$ cat config.mk
export PLATFORM = sky130hd
export DESIGN_NAME = hbus_port
export DESIGN_NICKNAME = d
export VERILOG_FILES = /design/src/rtl/hbus_pkg.sv /design/src/rtl/hbus_sync.sv /design/src/rtl/hbus_strobe_dec.sv /design/src/rtl/hbus_nibble_asm.sv /design/src/rtl/hbus_rd_mux.sv /design/src/rtl/hbus_port.sv
export SDC_FILE = /design/constraint.sdc
export NUM_CORES = 1
export LEC_CHECK = 0
export BUFFER_PORTS_ARGS = -buffer_cell sky130_fd_sc_hd__buf_2
export CAP_MARGIN = 20
export CORE_AREA = 3 3 67 116
export CTS_BUF_LIST = sky130_fd_sc_hd__clkbuf_16
export DETAILED_ROUTE_END_ITERATION = 10
export DIE_AREA = 0 0 70 119
export GPL_ROUTABILITY_DRIVEN = 1
export PLACE_DENSITY = 0.49
export SLEW_MARGIN = 15
export SYNTH_ARGS = -nofsm -noshare
export SYNTH_HDL_FRONTEND = slang
export SYNTH_SLANG_ARGS = --single-unit
$ cat constraint.sdc
create_clock -name clk -period 2.3 [get_ports clk]
set_clock_uncertainty 0.1 [all_clocks]
set_input_delay 0.23 -clock clk [delete_from_list [all_inputs] [get_ports clk]]
set_output_delay 0.23 -clock clk [all_outputs]
set_load 0.01 [all_outputs]
$ cat src/rtl/hbus_pkg.sv
package hbus_pkg;

   typedef enum logic [1:0] {
      ACC_INSTR_WR  = 2'b00,
      ACC_STATUS_RD = 2'b01,
      ACC_DATA_WR   = 2'b10,
      ACC_DATA_RD   = 2'b11
   } acc_kind_e;

   typedef struct packed {
      logic wr_n;
      logic rd_n;
      logic en;
      logic rw;
      logic rs;
   } ctl_s;

   localparam int CTL_W = $bits(ctl_s);
   localparam ctl_s CTL_IDLE = '{wr_n: 1'b1, rd_n: 1'b1, en: 1'b0, rw: 1'b0, rs: 1'b0};

endpackage

$ cat src/rtl/hbus_sync.sv
module hbus_sync #(
   parameter int             W      = 1,
   parameter int             STAGES = 2,
   parameter logic [W-1:0]   IDLE   = '0
) (
   input  logic         clk,
   input  logic         rst_n,
   input  logic [W-1:0] d,
   output logic [W-1:0] q
);

   generate
      if (STAGES < 1) begin : g_bad_depth
         $error("hbus_sync: STAGES must be at least 1");
      end
      if (W < 1) begin : g_bad_width
         $error("hbus_sync: W must be at least 1");
      end
   endgenerate

   generate
      for (genvar i = 0; i < STAGES; i++) begin : g_stage
         logic [W-1:0] src;
         logic [W-1:0] r;
         if (i == 0) begin : g_first
            assign src = d;
         end else begin : g_next
            assign src = g_stage[i-1].r;
         end
         always_ff @(posedge clk or negedge rst_n) begin
            if (!rst_n) r <= IDLE;
            else        r <= src;
         end
      end
   endgenerate

   assign q = g_stage[STAGES-1].r;

endmodule

$ cat src/rtl/hbus_strobe_dec.sv
module hbus_strobe_dec (
   input  logic            clk,
   input  logic            rst_n,
   input  logic            strap_i80,
   input  hbus_pkg::ctl_s  cur,
   output logic            wr_evt,
   output logic            rd_evt,
   output logic            rs_o
);
   import hbus_pkg::*;

   ctl_s old;

   always_ff @(posedge clk or negedge rst_n) begin
      if (!rst_n) old <= CTL_IDLE;
      else        old <= cur;
   end

   logic en_fall;
   assign en_fall = old.en & ~cur.en;

   always_comb begin
      if (strap_i80) begin
         wr_evt = ~old.wr_n & cur.wr_n;
         rd_evt = ~old.rd_n & cur.rd_n & ~wr_evt;
      end else begin
         wr_evt = en_fall & ~old.rw;
         rd_evt = en_fall &  old.rw;
      end
   end

   assign rs_o = old.rs;

endmodule

$ cat src/rtl/hbus_nibble_asm.sv
module hbus_nibble_asm #(
   parameter int DATA_W = 8
) (
   input  logic              clk,
   input  logic              rst_n,
   input  logic              wr_evt,
   input  logic              rd_evt,
   input  logic              rs,
   input  logic [DATA_W-1:0] db,
   input  logic              busy,
   output logic              acc_valid,
   output logic [1:0]        acc_type,
   output logic [DATA_W-1:0] acc_data,
   output logic              phase_hi,
   output logic              width_full
);
   import hbus_pkg::*;

   localparam int NIB    = DATA_W / 2;
   localparam int IF_BIT = DATA_W - 4;

   generate
      if (DATA_W < 8 || (DATA_W % 2) != 0) begin : g_bad_width
         $error("hbus_nibble_asm: DATA_W must be even and at least 8");
      end
   endgenerate

   logic [NIB-1:0]    hi_nib, nxt_hi;
   logic              nxt_phase;
   logic              done, is_rd, fset;
   logic [DATA_W-1:0] byte_c;
   acc_kind_e         kind;

   always_comb begin
      done      = 1'b0;
      is_rd     = 1'b0;
      nxt_phase = phase_hi;
      nxt_hi    = hi_nib;
      byte_c    = db;
      if (wr_evt) begin
         if (!(phase_hi && busy)) begin
            if (width_full) begin
               done = 1'b1;
            end else if (phase_hi) begin
               nxt_hi    = db[DATA_W-1 -: NIB];
               nxt_phase = 1'b0;
            end else begin
               done   = 1'b1;
               byte_c = {hi_nib, db[DATA_W-1 -: NIB]};
            end
         end
      end else if (rd_evt) begin
         is_rd = 1'b1;
         if (width_full)    done      = 1'b1;
         else if (phase_hi) nxt_phase = 1'b0;
         else               done      = 1'b1;
      end
      if (done) nxt_phase = 1'b1;
      fset = done && !is_rd && !rs && (byte_c[DATA_W-1 -: 3] == 3'b001);
      kind = acc_kind_e'({rs, is_rd});
   end

   always_ff @(posedge clk or negedge rst_n) begin
      if (!rst_n) begin
         phase_hi   <= 1'b1;
         width_full <= 1'b1;
         hi_nib     <= '0;
         acc_valid  <= 1'b0;
         acc_type   <= ACC_INSTR_WR;
         acc_data   <= '0;
      end else begin
         acc_valid <= done;
         phase_hi  <= nxt_phase;
         hi_nib    <= nxt_hi;
         if (done) begin
            acc_type <= kind;
            acc_data <= is_rd ? '0 : byte_c;
         end
         if (fset) begin
            width_full <= byte_c[IF_BIT];
            phase_hi   <= 1'b1;
         end
      end
   end

endmodule

$ cat src/rtl/hbus_rd_mux.sv
module hbus_rd_mux #(
   parameter int DATA_W = 8
) (
   input  logic              strap_i80,
   input  logic              rd_n,
   input  logic              en,
   input  logic              rw,
   input  logic              rs,
   input  logic              busy,
   input  logic [DATA_W-2:0] addr,
   input  logic [DATA_W-1:0] rdata,
   input  logic              width_full,
   input  logic              phase_hi,
   output logic [DATA_W-1:0] db_o,
   output logic              db_oe
);

   localparam int NIB = DATA_W / 2;

   logic              strobe_on;
   logic [DATA_W-1:0] src_byte;
   logic [NIB-1:0]    nib_sel;
   logic [DATA_W-1:0] shaped;

   assign strobe_on = strap_i80 ? ~rd_n : (en & rw);
   assign src_byte  = rs ? rdata : {busy, addr};
   assign nib_sel   = phase_hi ? src_byte[DATA_W-1 -: NIB] : src_byte[NIB-1:0];

   generate
      if (NIB * 2 == DATA_W) begin : g_even
         assign shaped = width_full ? src_byte : {nib_sel, {NIB{1'b0}}};
      end else begin : g_bad
         $error("hbus_rd_mux: DATA_W must be even");
      end
   endgenerate

   assign db_oe = strobe_on;
   assign db_o  = strobe_on ? shaped : '0;

endmodule

$ cat src/rtl/hbus_port.sv
module hbus_port #(
   parameter int DATA_W      = 8,
   parameter int SYNC_STAGES = 2
) (
   input  logic              clk,
   input  logic              rst_n,
   input  logic              strap_i80,
   input  logic              rs_i,
   input  logic              rw_i,
   input  logic              en_i,
   input  logic              wr_n_i,
   input  logic              rd_n_i,
   input  logic [DATA_W-1:0] db_i,
   output logic [DATA_W-1:0] db_o,
   output logic              db_oe_o,
   input  logic              busy_i,
   input  logic [DATA_W-2:0] addr_i,
   input  logic [DATA_W-1:0] rdata_i,
   output logic              acc_valid_o,
   output logic [1:0]        acc_type_o,
   output logic [DATA_W-1:0] acc_data_o
);
   import hbus_pkg::*;

   localparam int DB_STAGES = SYNC_STAGES + 1;

   ctl_s              ctl_raw, ctl_cur;
   logic [DATA_W-1:0] db_old;
   logic              wr_evt, rd_evt, rs_old;
   logic              phase_hi, width_full;

   assign ctl_raw = '{wr_n: wr_n_i, rd_n: rd_n_i, en: en_i, rw: rw_i, rs: rs_i};

   hbus_sync #(.W(CTL_W), .STAGES(SYNC_STAGES), .IDLE(CTL_IDLE)) u_ctl_sync (
      .clk (clk), .rst_n (rst_n), .d (ctl_raw), .q (ctl_cur)
   );

   hbus_sync #(.W(DATA_W), .STAGES(DB_STAGES), .IDLE('0)) u_db_sync (
      .clk (clk), .rst_n (rst_n), .d (db_i), .q (db_old)
   );

   hbus_strobe_dec u_dec (
      .clk (clk), .rst_n (rst_n), .strap_i80 (strap_i80), .cur (ctl_cur),
      .wr_evt (wr_evt), .rd_evt (rd_evt), .rs_o (rs_old)
   );

   hbus_nibble_asm #(.DATA_W(DATA_W)) u_asm (
      .clk (clk), .rst_n (rst_n), .wr_evt (wr_evt), .rd_evt (rd_evt), .rs (rs_old),
      .db (db_old), .busy (busy_i), .acc_valid (acc_valid_o), .acc_type (acc_type_o),
      .acc_data (acc_data_o), .phase_hi (phase_hi), .width_full (width_full)
   );

   hbus_rd_mux #(.DATA_W(DATA_W)) u_rmux (
      .strap_i80 (strap_i80), .rd_n (rd_n_i), .en (en_i), .rw (rw_i), .rs (rs_i),
      .busy (busy_i), .addr (addr_i), .rdata (rdata_i), .width_full (width_full),
      .phase_hi (phase_hi), .db_o (db_o), .db_oe (db_oe_o)
   );

endmodule

After elaboration in Yosys (flattened, before gate mapping). Cells that the tools add are included.

Eq/ne operators: 2. Bitwise gates (word level): 15. Mux-type cells: 25. Reduce and logical (&&, ||, !) cells: 9.

Operators by type and width (number): $mux 8 (8); $mux 1 (16); $not 1->1 (8); $and 1x1->1 (7); $logic_and 1x1->1 (4); $mux 4 (1); $ne 4x4->1 const B (1); $reduce_and 4->1 (1); $reduce_bool 4->1 (1); $eq 3x1->1 const B (1); $logic_not 1->1 (2); $reduce_and 2->1 (1).

Register bits after elaboration: 56. Output and inout bits: 20. Logic and storage cells: 67.

Depth between registers and ports, before layout. Gate-level depths: netlist (run 1).

Word-level depth: 13. Gate-level depth with buffers: 6. Gate-level depth less buffers: 4.

By module. A second synthesis (run 1) with hierarchy kept.

Cell total of the unflattened synthesis: 138. Area, all modules: 2006.9 um^2.

Modules (own cells, without submodules): hbus_nibble_asm (area an instance 780.7 um^2, sequential area each 427.9 um^2, cells each 66, times used 1); hbus_sync at u_db_sync (area an instance 600.6 um^2, sequential area each 600.6 um^2, cells each 24, times used 1); hbus_sync at u_ctl_sync (area an instance 255.2 um^2, sequential area each 255.2 um^2, cells each 10, times used 1); hbus_rd_mux (area an instance 192.7 um^2, sequential area each 0.0 um^2, cells each 27, times used 1); hbus_strobe_dec (area an instance 177.7 um^2, sequential area each 127.6 um^2, cells each 11, times used 1).

Worst setup path before layout (run 1). No wires, ideal clock.

Path type: flip-flop to flip-flop. From: register u_ctl_sync.g_stage[1].r[2], in the netlist u_ctl_sync.q[2]. To: register u_asm.hi_nib[0]. Setup time: 125 ps. Data required time: 2075 ps. Cell stages (with the launch flop): 5. Path slack: 579 ps. Data arrival time: 1497 ps. Cell sequence: dfrtp_1 nor4b_4 nor2_2 nor3b_4 mux2_2.

Word-level cells in the longest chain between the ends: 5.

Ends and longest elaborated chain: start, declared (line hbus_sync.sv:24) `logic [W-1:0] r;`; start signal, assigned (line hbus_sync.sv:32) `else r <= src;`; $not 1->1 (line hbus_strobe_dec.sv:20) `assign en_fall = old.en & ~cur.en;`; $and 1x1->1 (line hbus_strobe_dec.sv:20); $and 1x1->1 (line hbus_strobe_dec.sv:27) `wr_evt = en_fall & ~old.rw;`; $mux 1 (line hbus_strobe_dec.sv:23) `if (strap_i80) begin`; $reduce_and 4->1 (no line); end signal, assigned (line hbus_nibble_asm.sv:74) `hi_nib <= nxt_hi;`; end, declared (line hbus_nibble_asm.sv:28) `logic [NIB-1:0] hi_nib, nxt_hi;`.

No other way between the ends. A chain may end at the register's enable or synchronous reset.

Worst setup path after layout (run 1).
From: register u_asm.width_full. To: output db_o[7].

Word-level cells in the longest chain between the ends: 2.

Ends and longest elaborated chain: start, declared (line hbus_nibble_asm.sv:15) `output logic width_full`; start signal, assigned (line hbus_nibble_asm.sv:80) `width_full <= byte_c[IF_BIT];`; $mux 8 (line hbus_rd_mux.sv:31) `assign shaped = width_full ? src_byte : {nib_sel, {NIB{1'b0}}};`; $mux 8 (line hbus_rd_mux.sv:38) `assign db_o = strobe_on ? shaped : '0;`; end, declared (line hbus_port.sv:14) `output logic [DATA_W-1:0] db_o,`.

No other way between the ends.

==> flow_metrics.env, run 1 <==
export IMPL_path_cells="nor2_1, mux4_2, and2_1, buf_2"
export IMPL_fp_coreArea_um2=6907
export IMPL_cts_max_level=2
export IMPL_nNetsFinal=236
export IMPL_route_detailed_drc=0
export IMPL_dpl_hpwl_mm=2.782
export IMPL_drive_gt1_share_pct=41.46
export IMPL_path_class="flop to output port"
export IMPL_syn_area_um2=2038
export IMPL_hold_viol_final=0
export IMPL_synthCells=132
export IMPL_clk_path_buf_depth=2
export IMPL_num_rows=40
export IMPL_cp_end_kind="output port"
export IMPL_cts_setup_buffers=0
export IMPL_regArea_um2=1411
export IMPL_drv_cap=0
export IMPL_grt_pass1_wl_mm=6.396
export IMPL_cellPowerDensity_nw_per_um2=782.2
export IMPL_grt_pass1_vias=1358
export IMPL_cts_tree="yes"
export IMPL_min_period_ns=2.209
export IMPL_synthArstFlopShare_pct=100.0
export IMPL_leakage_nw=1.309
export IMPL_route_vias_total=1271
export IMPL_wl_mm=3.748
export IMPL_seq_area_frac_synth_pct=69.24
export IMPL_ys_types=31
export IMPL_slew_headroom_pct=58.05
export IMPL_finalMaxSlewViolations=0
export IMPL_yosys_area_top_type="dfrtp_1"
export IMPL_io_buffers=51
export IMPL_yosys_top_cells_area="dfrtp_1 59%, dfstp_2 10%, mux2i_1 6.4%, mux4_2 4.4%, mux2_2 2.8%"
export IMPL_dr_pass1_iters=2
export IMPL_first_iter_violations=40
export IMPL_die_x_um=70
export IMPL_ys_flop_type="dfrtp_1"
export IMPL_grt_remaining_overflow=0
export IMPL_areaGrowthSynthToFinish_pct=32.29
export IMPL_clk_pin_slew_ns=0.07
export IMPL_ant_nets=0
export IMPL_ir_drop_v=0.0005166
export IMPL_synth_seq_cells=56
export IMPL_multi_input_area_um2=569.3
export IMPL_synth_top_area_share_pct=58.93
export IMPL_setup_viol=0
export IMPL_grt_usage_pct=9.668
export IMPL_viasPerCell=4.398
export IMPL_critPathLaunchType="flop"
export IMPL_dieArea_um2=8330
export IMPL_clock_latency_ns=0.29
export IMPL_die_y_um=119
export IMPL_synth_nets=164
export IMPL_rsz0062_at_grt="no"
export IMPL_fmax_mhz=452.6
export IMPL_cts_sinks=56
export IMPL_cp_arrival_ns=1.88
export IMPL_io_pins=52
export IMPL_grt_max_degree=30
export IMPL_fin_crit_sh_pct=96.06
export IMPL_wl_per_cell_um=12.97
export IMPL_required_ns=1.97
export IMPL_synth_most_common_cell="dfrtp_1"
export IMPL_start_util_pct=29.51
export IMPL_worstMarginPinSlew_ns=0.6293
export IMPL_pre_cts_slack_ns=0.3812
export IMPL_hp_class="input pin to flop"
export IMPL_slowest_stage="nor2_1"
export IMPL_ys_warn_count=0
export IMPL_fill_cells=673
export IMPL_gp_congestion=0.7534
export IMPL_avgSynthCellArea_um2=15.44
export IMPL_synth_edff_count=0
export IMPL_num_antenna_cells=0
export IMPL_cts_made_buffers=5
export IMPL_max_stage_delay_ns=0.50
export IMPL_grt_antenna_before_repair=0
export IMPL_status="finished, final reports clean"
export IMPL_clockRootBuffer="clkbuf_16"
export IMPL_cp_max_fo=7
export IMPL_fin_ws_ns=0.09055
export IMPL_synth_commonest_cells="48 x dfrtp_1, 13 x mux2i_1, 10 x inv_1, 8 x dfstp_2, 8 x o22ai_1"
export IMPL_tns_ns=0
==> worst paths after layout <==
path                                                     start                                   end  slack, ns  cells past startpoint
max                               u_asm.width_full$_DFFE_PN1P_                               db_o[7]       0.09                      4
min reg2reg                u_db_sync.g_stage[1].r[7]$_DFF_PN0_              u_db_sync.q[7]$_DFF_PN0_       0.25                      0
max reg2reg                          u_ctl_sync.q[2]$_DFF_PN0_           u_asm.hi_nib[0]$_DFFE_PN0P_       0.45                      4
min                                                       rs_i  u_ctl_sync.g_stage[0].r[0]$_DFF_PN0_        0.1                      1
min in group asynchronous                                rst_n             u_asm.acc_valid$_DFF_PN0_       0.39                      2
max in group asynchronous                                rst_n             u_ctl_sync.q[3]$_DFF_PN1_       1.06                      3
==> cell usage in the layout (no fill, tap or decap), types with 3 or more instances in the layout <==
cell type / count
o22ai_1: 8
mux2_2: 5
mux2i_1: 13
o21ai_0: 3
dfstp_2: 8
dlygate4sd3_1: 13
clkbuf_16: 5
dfrtp_1: 48
nand2_1: 4
and2_1: 4
buf_2: 51
mux4_2: 4
nor2_1: 5
buf_4: 3
inv_1: 11
==> per-layer routing <==
layer	part of all wire (%)	global-route usage (%)
met1	36	10.05
met2	59	17.71
met3	3.8	2.787
met4	1.8	4.077
met5	0	0
==> layout make-up <==
cell class | count | area share, %
Multi-Input combinational cell | 63 | 21.11
Clock buffer | 5 | 4.640
Clock inverter | 3 | 0.7425
Inverter | 10 | 1.392
Timing Repair Buffer | 68 | 15.87
Tap cell | 84 | 3.898
Sequential cell | 56 | 52.34
==> where the power goes <==
part,internal [mW],leakage (nW),total (mW),switching (mW)
Combinational,0.136,0.574,0.261,0.124
Sequential,1.08,0.664,1.12,0.0421
Clock,0.402,0.0712,0.730,0.329
==> flip-flops by register name, indices dropped and copies added (netlist names) <==
signal and count:
u_asm.acc_data 8, u_asm.acc_type 2, u_asm.acc_valid 1, u_asm.hi_nib 4
u_asm.phase_hi 1, u_asm.width_full 1, u_ctl_sync.g_stage.r 5, u_ctl_sync.q 5
u_db_sync.g_stage.r 16, u_db_sync.q 8, u_dec.old 4, u_dec.rs_o 1
==> repair_timing <==
item / CTS / global route
endpoints found under the hold margin: 39 / 0
hold buffers: 13 / 0
resized for setup: 0 / 0
==> cells by family after synthesis <==
kind of cell	Yosys count	share of synthesized area [%]
flip-flops	56	69.24
multiplexers	22	13.57
AND/OR/NAND/NOR	22	7.613
AO/OA/AOI/OAI	19	6.753
buffers and inverters	13	2.824
==> critical path: cells and delay by family (launching register included) <==
| kind | cells | cell delay (ns) |
|---|---|---|
| flops | 1 | 0.39 |
| simple gates | 2 | 0.67 |
| mux | 1 | 0.39 |
| buf+inv | 1 | 0.13 |
==> metrics by stage <==
stage          std cells  util, %  instance area, um^2  power (mW)  hold WS (ns)
2_1_floorplan        132        -                 2038       1.263       -0.1656
3_3_place_gp         268    35.05                 2421       1.386        0.1910
3_5_place_dp         268    35.05                 2421       1.389        0.1942
4_1_cts              289    39.04                 2696       2.148       0.09704
5_1_grt              289    39.04                 2696       2.226        0.1110
6_report             289    39.04                 2696       2.109       0.09922
(Power assumes the default switching activity.)
==> run 2, diff against run 1 <==
--- a/config.mk
+++ b/config.mk
@@ -12,6 +12,7 @@
 export DETAILED_ROUTE_END_ITERATION = 10
 export DIE_AREA = 0 0 70 119
 export GPL_ROUTABILITY_DRIVEN = 1
+export MAX_ROUTING_LAYER = met4
 export PLACE_DENSITY = 0.49
 export SLEW_MARGIN = 15
 export SYNTH_ARGS = -nofsm -noshare
==> run 2 against run 1 <==
Global-route usage up 0.29 points. Utilization unchanged. Via count up 0.47%. Die area unchanged. Non-clock buffer count unchanged. First-iteration DRC count up 7.5%. Clock power about the same.
==> flow_metrics.env, run 2 (synthesis gave the netlist of run 1 again) <==
export IMPL_fin_area_um2=2696
export IMPL_slowest_stage="nor2_1"
export IMPL_setup_viol=0
export IMPL_clock_power_share_pct=34.7
export IMPL_fill_cells=673
export IMPL_areaGrowthSynthToFinish_pct=32.29
export IMPL_grt_usage_pct=9.953
export IMPL_hold_path_endpoint="u_ctl_sync.g_stage[0].r[0]$_DFF_PN0_"
export IMPL_wl_per_cell_um=12.97
export IMPL_nNetsFinal=236
export IMPL_slew_headroom_pct=57.74
export IMPL_viasPerCell=4.419
export IMPL_cts_made_buffers=5
export IMPL_r2r_start="u_ctl_sync.q[2]$_DFF_PN0_"
export IMPL_required_ns=1.97
export IMPL_critPathTopFamily="simple AND/OR/NAND/NOR gates"
export IMPL_hold_viol_final=0
export IMPL_tns_ns=0
export IMPL_dpl_cell_count=268
export IMPL_r2r_end="u_asm.hi_nib[2]$_DFFE_PN0P_"
export IMPL_cp_end_kind="output port"
export IMPL_leakage_nw=1.309
export IMPL_path_cells="nor2_1, mux4_2, and2_1, buf_2"
export IMPL_cts_tree="yes"
export IMPL_die_x_um=70
export IMPL_postCtsResizedCells=0
export IMPL_fp_coreArea_um2=6907
export IMPL_clock_latency_ns=0.29
export IMPL_power_frac_seq_pct=53.0
export IMPL_drive_gt1_share_pct=41.46
export IMPL_cp_arrival_ns=1.88
export IMPL_route_vias_total=1277
export IMPL_r2r_setup_slack_ns=0.45
export IMPL_holdPathStages=1
export IMPL_start_util_pct=29.51
export IMPL_largest_register_ffs=16
export IMPL_fmax_mhz=452.6
export IMPL_status="finished, final reports clean"
export IMPL_clk_path_buf_depth=2
export IMPL_cts_setup_buffers=0
export IMPL_first_iter_violations=43
export IMPL_dpl_hpwl_mm=2.782
export IMPL_grt_pass1_vias=1362
export IMPL_power_net_switching_mw=0.4975
export IMPL_ant_nets=0
export IMPL_finalNonFillerCells=289
export IMPL_route_detailed_drc=0
export IMPL_placed_area_um2=2421
export IMPL_clockRootBuffer="clkbuf_16"
export IMPL_num_antenna_cells=0
export IMPL_critPathLaunchType="flop"
export IMPL_cts_hold_buf=13
export IMPL_gp_congestion=0.7632
export IMPL_io_pins=52
export IMPL_min_period_ns=2.209
export IMPL_layout_common_cells="51 x buf_2, 48 x dfrtp_1, 13 x mux2i_1, 13 x dlygate4sd3_1, 11 x inv_1"
export IMPL_drv_cap=0
export IMPL_grt_pass1_wl_mm=6.389
export IMPL_die_y_um=119
export IMPL_combPwrFrac_pct=12.3
export IMPL_num_rows=40
export IMPL_io_buffers=51
export IMPL_pre_cts_slack_ns=0.3812
export IMPL_min_delay_start="rs_i"
export IMPL_ir_drop_v=0.0005203
export IMPL_cp_max_fo=7
export IMPL_dr_pass1_iters=2
export IMPL_cts_sinks=56
export IMPL_clk_pin_slew_ns=0.07
export IMPL_wl_mm=3.747
export IMPL_cellPowerDensity_nw_per_um2=783.1
export IMPL_hp_class="input pin to flop"
export IMPL_grt_antenna_before_repair=0
export IMPL_p_sw_share_pct=23.56
export IMPL_cts_max_level=2
export IMPL_p_int_mw=1.614
export IMPL_final_common_cell="buf_2"
export IMPL_path_class="flop to output port"
export IMPL_worstMarginPinSlew_ns=0.6340
export IMPL_finalMaxSlewViolations=0
export IMPL_worst_r2r_cell_count=4
export IMPL_dieArea_um2=8330
export IMPL_largest_register="u_db_sync.g_stage.r"
export IMPL_rsz0062_at_grt="no"
export IMPL_fin_crit_sh_pct=96.05
export IMPL_grt_max_degree=30
export IMPL_max_stage_delay_ns=0.50
export IMPL_fin_ws_ns=0.09077
export IMPL_worst_path_buf_inv=1
export IMPL_grt_remaining_overflow=0
## run 2: cell counts in the layout (fill, tap and decap cells not counted)
No cell type changed its count.
## run 2: cell type report
type                    count  area, um^2  area share [%]
well taps                  84       105.1           3.898
repair buffers             68       427.9           15.87
flip-flops and latches     56        1411           52.34
clock buffers               5       125.1           4.640
inverters                  10       37.54           1.392
clock inverters             3       20.02          0.7425
multi-input cells          63       569.3           21.11
## run 2: worst max-delay path by stage
stage,startpoint,to,slack (ns),cells after the start
detailed placement,u_asm.width_full$_DFFE_PN1P_,db_o[7],0.38,4
global placement,u_asm.width_full$_DFFE_PN1P_,db_o[7],0.41,4
global route,u_asm.width_full$_DFFE_PN1P_,db_o[7],0.02,4
CTS,u_asm.width_full$_DFFE_PN1P_,db_o[7],0.06,4
finish,u_asm.width_full$_DFFE_PN1P_,db_o[7],0.09,4
floorplan,u_ctl_sync.q[2]$_DFF_PN0_,u_asm.hi_nib[0]$_DFFE_PN0P_,0.58,4
## run 2: metal layers
metal	GRT usage [%]	up-vias	wire length, um
met3	2.787	7	143
met1	10.27	637	1337
li1	-	608	-
met2	17.54	25	2198
met5	-	-	0
met4	4.077	0	68
## run 2: through the flow
step,hold slack (ns),utilization (%),power (mW)
after floorplan,-0.1656,-,1.263
after global placement,0.1910,35.05,1.386
after detailed placement,0.1942,35.05,1.389
after CTS,0.09704,39.04,2.148
after global routing,0.1110,39.04,2.226
final,0.09944,39.04,2.112
## run 2: power by group through the flow
stage	Sequential (mW)	Clock (mW)	Combinational, mW
5_1_grt	1.13	0.803	0.292
6_report	1.12	0.733	0.261
3_3_place_gp	1.14	0	0.249
4_1_cts	1.12	0.759	0.268
2_1_floorplan	1.15	0	0.118
3_5_place_dp	1.14	0	0.250
==> run 3, diff against run 2 <==
--- a/config.mk
+++ b/config.mk
@@ -7,13 +7,15 @@
 export LEC_CHECK = 0
 export BUFFER_PORTS_ARGS = -buffer_cell sky130_fd_sc_hd__buf_2
 export CAP_MARGIN = 20
+export CELL_PAD_IN_SITES_DETAIL_PLACEMENT = 0
+export CELL_PAD_IN_SITES_GLOBAL_PLACEMENT = 1
 export CORE_AREA = 3 3 67 116
 export CTS_BUF_LIST = sky130_fd_sc_hd__clkbuf_16
 export DETAILED_ROUTE_END_ITERATION = 10
 export DIE_AREA = 0 0 70 119
 export GPL_ROUTABILITY_DRIVEN = 1
 export MAX_ROUTING_LAYER = met4
-export PLACE_DENSITY = 0.49
+export PLACE_DENSITY = 0.57
 export SLEW_MARGIN = 15
 export SYNTH_ARGS = -nofsm -noshare
 export SYNTH_HDL_FRONTEND = slang
==> run 3 against run 2 <==
Via count increased by 0.16%. Setup slack improved by 0.12 ns. Global-route usage increased by 0.33 points. Clock power increased by 43%. Critical path type is now input pin to output port. Largest cell class unchanged.
==> flow_metrics.env, run 3 (synthesis gave the netlist of run 1 again) <==
export IMPL_io_pins=52
export IMPL_m1WireLength_mm=1.361
export IMPL_cp_max_fo=6
export IMPL_max_stage_delay_ns=0.53
export IMPL_finalMaxSlewViolations=0
export IMPL_hp_class="input pin to flop"
export IMPL_areaGrowthSynthToFinish_pct=35.11
export IMPL_hold_viol_final=0
export IMPL_cp_end_kind="output port"
export IMPL_largest_register="u_db_sync.g_stage.r"
export IMPL_clk_path_buf_depth=2
export IMPL_wl_mm=3.883
export IMPL_met3_length_um=151
export IMPL_cts_tree="yes"
export IMPL_grt_pass1_wl_mm=6.651
export IMPL_placed_area_um2=2406
export IMPL_start_util_pct=29.51
export IMPL_largest_register_ffs=16
export IMPL_hold_path_endpoint="u_ctl_sync.g_stage[0].r[0]$_DFF_PN0_"
export IMPL_drv_cap=0
export IMPL_grt_remaining_overflow=0
export IMPL_viasPerCell=4.456
export IMPL_first_iter_violations=40
export IMPL_cellPowerDensity_nw_per_um2=882.5
export IMPL_io_buffers=51
export IMPL_status="finished, final reports clean"
export IMPL_fp_coreArea_um2=6907
export IMPL_r2r_setup_slack_ns=0.43
export IMPL_worst_r2r_cell_count=4
export IMPL_die_y_um=119
export IMPL_required_ns=1.97
export IMPL_grt_max_degree=30
export IMPL_dpl_hpwl_mm=2.982
export IMPL_cts_max_level=2
export IMPL_cp_arrival_ns=1.76
export IMPL_clockRootBuffer="clkbuf_16"
export IMPL_r2r_end="u_asm.hi_nib[3]$_DFFE_PN0P_"
export IMPL_power_frac_seq_pct=46.2
export IMPL_slew_headroom_pct=57.14
export IMPL_critPathLaunchType="input pin"
export IMPL_slowest_stage="dlygate4sd3_1"
export IMPL_die_x_um=70
export IMPL_tns_ns=0
export IMPL_clock_power_share_pct=43.1
export IMPL_clk_pin_slew_ns=0.07
export IMPL_cts_made_buffers=5
export IMPL_highest_layer="met4"
export IMPL_path_class="input pin to output port"
export IMPL_critPathTopFamily="buffers and inverters"
export IMPL_grt_antenna_before_repair=0
export IMPL_num_rows=40
export IMPL_cpMostUsedCell="buf_2"
export IMPL_power_net_switching_mw=0.4870
export IMPL_route_vias_total=1279
export IMPL_fmax_mhz=478.3
export IMPL_grt_usage_pct=10.28
export IMPL_setup_viol=0
export IMPL_min_delay_start="rs_i"
export IMPL_grt_pass1_vias=1430
export IMPL_route_detailed_drc=0
export IMPL_dr_pass1_iters=4
export IMPL_combPwrFrac_pct=10.8
export IMPL_clock_latency_ns=0.28
export IMPL_leakage_nw=1.333
export IMPL_num_antenna_cells=0
export IMPL_gp_congestion=0.8073
export IMPL_rsz0062_at_grt="no"
export IMPL_dieArea_um2=8330
export IMPL_worstMarginPinSlew_ns=0.6429
export IMPL_wl_per_cell_um=13.53
export IMPL_p_sw_share_pct=20.04
export IMPL_final_common_cell="buf_2"
export IMPL_path_cells="dlygate4sd3_1, buf_2, mux2i_1, nand2_1, nor2_1, buf_2"
export IMPL_layout_common_cells="51 x buf_2, 48 x dfrtp_1, 13 x mux2i_1, 13 x dlygate4sd3_1, 10 x inv_1"
export IMPL_fin_area_um2=2754
export IMPL_min_period_ns=2.091
export IMPL_ant_nets=0
export IMPL_cts_sinks=56
export IMPL_dr_wl_met2_mm=2.288
export IMPL_p_int_mw=1.943
export IMPL_ir_drop_v=0.0004318
export IMPL_drive_gt1_share_pct=41.87
export IMPL_fin_crit_sh_pct=90.90
export IMPL_nNetsFinal=234
export IMPL_r2r_start="u_ctl_sync.q[2]$_DFF_PN0_"
export IMPL_holdPathStages=1
export IMPL_worst_path_buf_inv=3
-- run 3: changes by cell type in the layout (fill, tap and decap cells not counted) --
cell        delta
bufinv_16      +3
nor2_1         -1
buf_4          -2
clkinvlp_4     -1
nor2_2         +1
clkinv_4       -1
inv_1          -1
-- run 3: area by class of cell --
| cell class | instances | area (um^2) |
|---|---|---|
| Clock buffer | 5 | 125.1 |
| Clock inverter | 3 | 90.09 |
| Fill cell | 659 | 4153 |
| Inverter | 10 | 37.54 |
| Multi-Input combinational cell | 63 | 571.8 |
| Sequential cell | 56 | 1411 |
| Tap cell | 84 | 105.1 |
| Timing Repair Buffer | 66 | 412.9 |
-- run 3: worst max-delay path by stage --
stage | endpoint | start | cells past startpoint | slack [ns]
finish | db_o[0] | rd_n_i | 6 | 0.21
global route | db_o[2] | en_i | 7 | 0.08
CTS | db_o[5] | u_asm.width_full$_DFFE_PN1P_ | 4 | 0.03
detailed placement | db_o[5] | u_asm.width_full$_DFFE_PN1P_ | 4 | 0.35
global placement | db_o[7] | u_asm.width_full$_DFFE_PN1P_ | 4 | 0.45
floorplan | u_asm.hi_nib[0]$_DFFE_PN0P_ | u_ctl_sync.q[2]$_DFF_PN0_ | 4 | 0.58
-- run 3: timing repair --
| item | CTS | global route |
|---|---|---|
| resized for setup | 0 | 1 |
| setup endpoints to repair | 0 | 4 |
| hold endpoints to repair | 31 | 0 |
| buffers inserted | 0 | 0 |
| hold buffers | 13 | 0 |
-- run 3: through the flow --
step                hold WS [ns]  worst slack, ns  power (mW)  utilization [%]  cells
floorplan                -0.1656           0.5786       1.263                -    132
global route              0.1163          0.08003       2.539            39.87    287
detailed placement        0.1925           0.3525       1.391            34.84    266
global placement          0.1777           0.4451       1.376            34.84    266
CTS                       0.1014          0.03285       2.472            39.84    287
finish                    0.1047           0.2093       2.430            39.87    287
-- run 3: metal layers --
layer  GRT usage, %  vias up
li1               -      602
met1          10.00      636
met2          18.72       35
met3          2.703        6
met4          4.556        0
met5              -        -
-- run 3: power groups by stage --
| stage | combinational (mW) | sequential [mW] | clock, mW |
|---|---|---|---|
| 6_report | 0.262 | 1.12 | 1.05 |
| 2_1_floorplan | 0.118 | 1.15 | 0 |
| 3_5_place_dp | 0.251 | 1.14 | 0 |
| 3_3_place_gp | 0.242 | 1.13 | 0 |
| 4_1_cts | 0.269 | 1.12 | 1.08 |
| 5_1_grt | 0.293 | 1.13 | 1.11 |
